==> src/rtl/phy_irq_pkg.sv <==
package phy_irq_pkg;
  // positions of the status inputs inside the sampled status vector
  localparam int SRC_N       = 9;
  localparam int S_LINK      = 0;
  localparam int S_AN        = 1;
  localparam int S_RFLT      = 2;
  localparam int S_PDF       = 3;
  localparam int S_PAGE      = 4;
  localparam int S_ENERGY    = 5;
  localparam int S_TXOVF     = 6;
  localparam int S_TXUNF     = 7;
  localparam int S_IDLE      = 8;

  // flag bit positions (software sees these)
  localparam int F_PAGE      = 1;
  localparam int F_PDF       = 2;
  localparam int F_LINKDN    = 4;
  localparam int F_RFLT      = 5;
  localparam int F_AN        = 6;
  localparam int F_ENERGY    = 7;
  localparam int F_IDLE      = 8;
  localparam int F_TXUNF     = 9;
  localparam int F_TXOVF     = 10;

  localparam logic [15:0] FLAG_IMPL = 16'h07F6;
endpackage

==> src/rtl/phy_irq_edge.sv <==
module phy_irq_edge #(
  parameter int W = 9
) (
  input  logic         clk,
  input  logic         rst_n,
  input  logic [W-1:0] sig,
  output logic [W-1:0] rise,
  output logic [W-1:0] fall
);
  logic [W-1:0] prev_q;
  logic [W-1:0] prev_d;

  always_comb begin
    prev_d = sig;
  end

  always_ff @(posedge clk or negedge rst_n) begin
    if (!rst_n) prev_q <= '0;
    else        prev_q <= prev_d;
  end

  assign rise = sig & ~prev_q;
  assign fall = ~sig & prev_q;
endmodule

==> src/rtl/phy_irq_flag.sv <==
module phy_irq_flag (
  input  logic clk,
  input  logic rst_n,
  input  logic set,
  input  logic clr,
  output logic q
);
  logic en;
  logic d;

  always_comb begin
    en = set | clr;
    d  = set;          // set has priority over clear
  end

  always_ff @(posedge clk or negedge rst_n) begin
    if (!rst_n)  q <= 1'b0;
    else if (en) q <= d;
  end
endmodule

==> src/rtl/phy_irq_regs.sv <==
module phy_irq_regs #(
  parameter int          ADDR_W   = 5,
  parameter int          DATA_W   = 16,
  parameter int          MASK_IDX = 30,
  parameter int          FLAG_IDX = 29,
  parameter logic [DATA_W-1:0] IMPL = '1
) (
  input  logic              clk,
  input  logic              rst_n,
  input  logic [ADDR_W-1:0] reg_addr,
  input  logic              reg_wr,
  input  logic [DATA_W-1:0] reg_wdata,
  input  logic [DATA_W-1:0] flags,
  output logic [DATA_W-1:0] mask,
  output logic [DATA_W-1:0] reg_rdata
);
  localparam logic [ADDR_W-1:0] A_MASK = ADDR_W'(MASK_IDX);
  localparam logic [ADDR_W-1:0] A_FLAG = ADDR_W'(FLAG_IDX);

  logic              mask_en;
  logic [DATA_W-1:0] mask_d;
  logic [DATA_W-1:0] mask_q;

  always_comb begin
    mask_en = reg_wr && (reg_addr == A_MASK);
    mask_d  = reg_wdata & IMPL;
  end

  always_ff @(posedge clk or negedge rst_n) begin
    if (!rst_n)       mask_q <= '0;
    else if (mask_en) mask_q <= mask_d;
  end

  assign mask = mask_q;

  always_comb begin
    unique case (reg_addr)
      A_MASK:  reg_rdata = mask_q;
      A_FLAG:  reg_rdata = flags & IMPL;
      default: reg_rdata = '0;
    endcase
  end
endmodule

==> src/rtl/phy_irq_ctrl.sv <==
module phy_irq_ctrl
  import phy_irq_pkg::*;
#(
  parameter int ADDR_W   = 5,
  parameter int DATA_W   = 16,
  parameter int MASK_IDX = 30,
  parameter int FLAG_IDX = 29,
  parameter int BSR_IDX  = 1,
  parameter int ANX_IDX  = 6,
  parameter int IDLE_IDX = 10
) (
  input  logic              clk,
  input  logic              rst_n,
  input  logic [ADDR_W-1:0] reg_addr,
  input  logic              reg_wr,
  input  logic              reg_rd,
  input  logic [DATA_W-1:0] reg_wdata,
  output logic [DATA_W-1:0] reg_rdata,
  input  logic              st_link,
  input  logic              st_an_done,
  input  logic              st_rem_fault,
  input  logic              st_pd_fault,
  input  logic              st_page_rx,
  input  logic              st_energy,
  input  logic              st_txbuf_ovf,
  input  logic              st_txbuf_unf,
  input  logic              st_idle_ovf,
  input  logic              an_restart,
  output logic              irq_n
);
  localparam logic [DATA_W-1:0] IMPL = DATA_W'(FLAG_IMPL);

  logic [SRC_N-1:0]  status;
  logic [SRC_N-1:0]  rise;
  logic [SRC_N-1:0]  fall;
  logic [DATA_W-1:0] set_v;
  logic [DATA_W-1:0] clr_v;
  logic [DATA_W-1:0] flag_q;
  logic [DATA_W-1:0] mask_q;
  logic              rd_flag;
  logic              rd_bsr;
  logic              rd_anx;
  logic              rd_idle;
  logic              neg_reset;

  always_comb begin
    status           = '0;
    status[S_LINK]   = st_link;
    status[S_AN]     = st_an_done;
    status[S_RFLT]   = st_rem_fault;
    status[S_PDF]    = st_pd_fault;
    status[S_PAGE]   = st_page_rx;
    status[S_ENERGY] = st_energy;
    status[S_TXOVF]  = st_txbuf_ovf;
    status[S_TXUNF]  = st_txbuf_unf;
    status[S_IDLE]   = st_idle_ovf;
  end

  phy_irq_edge #(.W(SRC_N)) u_edge (
    .clk  (clk),
    .rst_n(rst_n),
    .sig  (status),
    .rise (rise),
    .fall (fall)
  );

  // read side effects
  always_comb begin
    rd_flag = reg_rd && (reg_addr == ADDR_W'(FLAG_IDX));
    rd_bsr  = reg_rd && (reg_addr == ADDR_W'(BSR_IDX));
    rd_anx  = reg_rd && (reg_addr == ADDR_W'(ANX_IDX));
    rd_idle = reg_rd && (reg_addr == ADDR_W'(IDLE_IDX));
    // anything that ends the current negotiation round
    neg_reset = rd_flag || rd_anx || an_restart || fall[S_LINK];
  end

  always_comb begin
    set_v = '0;
    clr_v = '0;
    set_v[F_TXOVF]  = rise[S_TXOVF];
    clr_v[F_TXOVF]  = fall[S_TXOVF];
    set_v[F_TXUNF]  = rise[S_TXUNF];
    clr_v[F_TXUNF]  = fall[S_TXUNF];
    set_v[F_IDLE]   = rise[S_IDLE];
    clr_v[F_IDLE]   = rd_idle;
    set_v[F_ENERGY] = rise[S_ENERGY];
    clr_v[F_ENERGY] = fall[S_ENERGY] || rd_flag;
    set_v[F_AN]     = rise[S_AN];
    clr_v[F_AN]     = fall[S_AN] || rd_flag;
    set_v[F_RFLT]   = rise[S_RFLT];
    clr_v[F_RFLT]   = fall[S_RFLT] || rd_flag || rd_bsr;
    set_v[F_LINKDN] = fall[S_LINK];
    clr_v[F_LINKDN] = rd_flag || rd_bsr;
    set_v[F_PDF]    = rise[S_PDF];
    clr_v[F_PDF]    = fall[S_PDF] || neg_reset;
    set_v[F_PAGE]   = rise[S_PAGE];
    clr_v[F_PAGE]   = fall[S_PAGE] || neg_reset;
  end

  for (genvar b = 0; b < DATA_W; b++) begin : g_flag
    if (IMPL[b]) begin : g_cell
      phy_irq_flag u_flag (
        .clk  (clk),
        .rst_n(rst_n),
        .set  (set_v[b]),
        .clr  (clr_v[b]),
        .q    (flag_q[b])
      );
    end else begin : g_rsvd
      assign flag_q[b] = 1'b0;
    end
  end

  phy_irq_regs #(
    .ADDR_W  (ADDR_W),
    .DATA_W  (DATA_W),
    .MASK_IDX(MASK_IDX),
    .FLAG_IDX(FLAG_IDX),
    .IMPL    (IMPL)
  ) u_regs (
    .clk      (clk),
    .rst_n    (rst_n),
    .reg_addr (reg_addr),
    .reg_wr   (reg_wr),
    .reg_wdata(reg_wdata),
    .flags    (flag_q),
    .mask     (mask_q),
    .reg_rdata(reg_rdata)
  );

  assign irq_n = ~|(flag_q & mask_q);
endmodule

==> config.mk <==
export PLATFORM = sky130hd
export DESIGN_NAME = phy_irq_ctrl
export DESIGN_NICKNAME = d
export VERILOG_FILES = /design/src/rtl/phy_irq_pkg.sv /design/src/rtl/phy_irq_edge.sv /design/src/rtl/phy_irq_flag.sv /design/src/rtl/phy_irq_regs.sv /design/src/rtl/phy_irq_ctrl.sv
export SDC_FILE = /design/constraint.sdc
export NUM_CORES = 1
export LEC_CHECK = 0
export BUFFER_PORTS_ARGS = -buffer_cell sky130_fd_sc_hd__buf_2
export CAP_MARGIN = 10
export CORE_MARGIN = 3
export CORE_UTILIZATION = 40
export CTS_CLUSTER_DIAMETER = 50
export CTS_CLUSTER_SIZE = 30
export DETAILED_ROUTE_END_ITERATION = 16
export HOLD_SLACK_MARGIN = 0.06
export MAX_ROUTING_LAYER = met4
export PLACE_DENSITY = 0.75
export SLEW_MARGIN = 20
export SYNTH_ARGS = -nofsm -noshare
export SYNTH_HDL_FRONTEND = slang
export SYNTH_SLANG_ARGS = --single-unit
==> constraint.sdc <==
create_clock -name clk -period 1.6 [get_ports clk]
set_clock_uncertainty 0.2 [all_clocks]
set_input_delay 0 -clock clk [delete_from_list [all_inputs] [get_ports clk]]
set_output_delay 0 -clock clk [all_outputs]
set_load 0.03 [all_outputs]
After elaboration in Yosys (flattened, before gate mapping)
Cells that the tools add are included.
Widths: inputs -> output; s select.
- bits in registers: 27
- eq/ne operators: 5
- multiplexer cells: 1
- bitwise gates (word level): 14
- reduce and logical (&&, ||, !) cells: 17
- operator list (operator ; number):
    $pmux 11 s2 ; 1
    $reduce_or 16->1 ; 1
    $and 11x11->11 ; 1
    $eq 5x5->1 const B ; 2
    $logic_or 1x1->1 ; 10
    $and 9x9->9 ; 1
    $not 9->9 ; 1
    $or 1x1->1 ; 9
    $and 8x8->8 ; 1
    $not 8->8 ; 1
    $eq 5x1->1 const B ; 1
    $eq 5x3->1 const B ; 1
    $eq 5x4->1 const B ; 1
    $logic_and 1x1->1 ; 5
    $logic_not 1->1 ; 1

Longest topological paths before layout
- depth after elaboration: 7
- gate-level depth with buffers: 5

Modules after synthesis
Synthesis repeated with hierarchy kept, for this count alone.
- cells, all modules: 121
- area total of the unflattened synthesis: 1418.9 um^2
- by module, submodules not included (module ; instances ; cells each ; area an instance (um^2) ; seq. area each (um^2)):
    phy_irq_regs ; 1 ; 47 ; 569.3 ; 225.2
    phy_irq_edge ; 1 ; 27 ; 382.9 ; 225.2
    phy_irq_flag ; 9 ; 3 ; 36.3 ; 25.0
    phy_irq_ctrl ; 1 ; 20 ; 140.1 ; 0.0

Worst setup path before layout
No wires, ideal clock.
- kind: register to output
- start point: register u_regs.mask_q[10], in the netlist u_regs.mask[10]
- end point: output irq_n
- arrival time: 1.558 ns
- path slack: -0.158 ns
- stages on the path, launching flop included: 4
- path buffers: 0
- cells stage by stage: dfrtp_1 > a222oi_1 > nand3_1 > a221oi_1
- word-level cells in the longest chain between the ends: 3
- RTL lines (element ; line ; source):
    start: declaration ; phy_irq_regs.sv:22 ; logic [DATA_W-1:0] mask_q;
    start signal: assignment ; phy_irq_regs.sv:31 ; else if (mask_en) mask_q <= mask_d;
    $and 11x11->11 ; phy_irq_ctrl.sv:131 ; assign irq_n = ~|(flag_q & mask_q);
    $reduce_or 16->1 ; phy_irq_ctrl.sv:131 ;
    $logic_not 1->1 ; phy_irq_ctrl.sv:131 ;
    end: declaration ; phy_irq_ctrl.sv:29 ; output logic irq_n
No other way between the ends.

Final worst setup path
Ends and elaborated chain as after synthesis.

==> results.md <==
* GRT overflow at 0
* Most frequent cell after synthesis: dfrtp_1
* Slowest stage cell on the critical path: dfrtp_1
* Total global-route track usage at 0.166
* Crit path time final at 1.80 ns
* Hold slack final at -0.0230 ns
* Worst skew pair latency at 0.31 ns
* Worst-path cell chain: a222oi_1 > nand3_1 > a221oi_2 > buf_4
* Setup WS post-layout at -0.203 ns
* Core area at 3080 µm²
* Die H at between 60 and 70 µm
* Top cell type's share of synthesized area at 0.517
* Pwr dens at between 700 and 800 nW/µm²
* Final HPWL DP at 2100 µm
* Post-route antenna net violation count at 0
* Seq/Total Area, Yosys at 0.517
* Final Hold Viols at 1
* RSZ-0062 raised after global routing: yes
* Most frequent cells after synthesis: dfrtp_1, a22o_2, inv_1, mux2_4, buf_4
* Worst Hold Class: in2reg
* Crit path to: irq_n
* Starting Density at 0.424
* Die area at 3990 µm²
* Worst endpoint required time at 1.40 ns
* Initial antenna violation count at 0
* Row Count at 20
* Worst r2r src: u_regs.mask[4]
* Cell variety after synth at 32
* Clock tree buffer depth at 2
* Slew Limit Fails at 0
* Share of layout cells above drive strength 1 at 0.412
* H-tree Lvls at 1
* Vias in the first global route at between 1000 and 1500
* Critical path startpoint: u_regs.mask[10]
* Ports at 52
* Clock sinks at 27
* DR iter-0 viols at 33
* YS warnings at 0
* Layout area overhead at 45.7%
* Post-synth EDFFs at 0
* CP startpoint kind: register
* R2R setup slack at around 0.03 ns
* Max-slew headroom at 0.605
* Synth area leader: dfrtp_1
* Status: complete, but fails checks
* Main flop type after synthesis: dfrtp_1
* Top cell family by delay on the critical path: compound AO/OA/AOI/OAI gates
* Register area at 676 µm²
* Average size of a mapped cell at between 10 and 15 µm²
* Worst-path fanout max at 2
* Worst path depth at 4
* RePlAce Congestion at 0.794
* Fill count at 266
* # diodes at 0
* WL final at 3090 µm
* Die X at between 60 and 70 µm
* Asr flop ratio synth at 1.00
* Worst path bufs/invs at 1
* Synth top area cells: dfrtp_1, mux2_4, a22o_2
* Final setup fails at 1
* Vias/cell at 4.74
* Layout Utilization at 0.618
* Largest net degree at the start of global routing at 28
* Clock transition at path regs at 0.14 ns
* Max IR drop VDD at 0.000377 V
* Fmax at roughly 550 MHz
* Period utilization at 1.13
* CTS Buf Count at 3
* Failing checks: negative hold slack, negative setup slack
* Max incr delay on CP at slightly above 0.4 ns
* Critical path endpoint category: output pin
* CTS tree: done
* Number of synthesized register bits at 27
* Crit Path Class: reg2out
* Footprint of the multi-input gates at 569 µm²
* Total negative setup slack at -0.203 ns
* Reg2reg end: u_regs.mask[4]
* Routed vias at 1047
* LEAKAGE at approximately 0.97 nW
* Final Net Count at 215
* Worst Path Arrival at 1.60 ns
* First-pass GRT wire length at 5130 µm
* DRC viols at 0
* Worst min-delay path startpoint: reg_wr
* Clock root cell: clkbuf_4
* Netlist Area Pre-Place at 1310 µm²
* Wire per inst at 14.0 µm
* Final total power at approximately 1.5 mW
* Max-cap violations at 0
* First-pass detailed-route iteration total at 4
* Buffers added on ports at 37
* Syn Inst Count at 101
* Worst-margin pin slew at just under 0.6 ns
* Worst Reg-to-Reg Cells at 2
## metal layers
metal  routed length (µm)  up-vias  global-route usage
met4                    0        0              0.0413
met2                 1630       31               0.289
met5                    0        -                   -
met3                  168        0              0.0321
li1                     -      504                   -
met1                 1290      512               0.198
## where the power goes
part	total, mW	switching [mW]	internal, mW
Clock	0.286	0.188	0.0975
Combinational	0.402	0.161	0.242
Sequential	0.826	0.0677	0.758
Total	1.51	0.417	1.10
## cells by family after synthesis
kind of cell               after synthesis  synth area share
and+or+nand+nor                         18             0.102
buffers and inverters                   17            0.0814
other                                    1           0.00287
AOI/OAI and AO/OA                       23             0.141
DFF                                     27             0.517
adders and majority gates                4            0.0345
muxes                                   11             0.121
## registers in the layout, indices dropped and copies added (netlist names)
signal / flops
g_flag.g_cell.u_flag.q: 9
u_edge.prev_q: 9
u_regs.mask: 9
## worst min path at each step
stage                                 end  slack (ns)  depth (start not counted)
3_5_place_dp               u_regs.mask[2]       -0.16                          1
4_1_cts                   u_regs.mask[10]       0.003                          3
2_1_floorplan  g_flag[10].g_cell.u_flag.q       -0.50                          0
6_report                   u_regs.mask[2]       -0.02                          3
3_3_place_gp               u_regs.mask[6]       -0.17                          1
5_1_grt                    u_regs.mask[2]       -0.03                          3
## layout by cell type (no fill, tap or decap), types with 2 or more instances in the layout
master,n
buf_2,34
dlygate4sd3_1,30
dfrtp_1,27
a22o_2,9
inv_1,9
mux2_4,9
conb_1,7
buf_4,7
clkbuf_4,4
nand2_1,3
a31oi_1,3
a21oi_1,3
a22oi_1,2
and3_1,2
maj3_1,2
o21ai_0,2
nor2_1,2
mux2_2,2
and2_4,2
ha_1,2
## through the flow
step                      hold slack (ns)  area [µm²]  std cells  setup WS [ns]
after global routing              -0.0317        1900        221         -0.316
after detailed placement           -0.163        1520        182          0.102
final                             -0.0230        1900        221         -0.203
after floorplan                    -0.496        1340        107          0.123
after CTS                         0.00291        1880        220         -0.230
after global placement             -0.172        1520        182          0.130
## worst reg2reg max path, cell delays in order, from the launching register on
cell and delay (ns):
dfrtp_1 0.44, mux2_4 0.27, dlygate4sd3_1 0.56
## layout make-up
type	instances	area share
sequential	27	0.355
multi-input combinational	64	0.299
timing repair buffer	73	0.285
tap	44	0.0289
inverter	9	0.0178
clock buffer	4	0.0138
## what timing repair did
item                                    4_1_cts  5_1_grt
endpoints found under the setup margin        1        9
hold endpoints to repair                     54        3
cloned                                        0        1
pin swaps                                     0        2
buffers inserted                              2        1
hold buffers                                 32        1
gates resized for setup                       1        5
(Power assumes the default switching activity.)
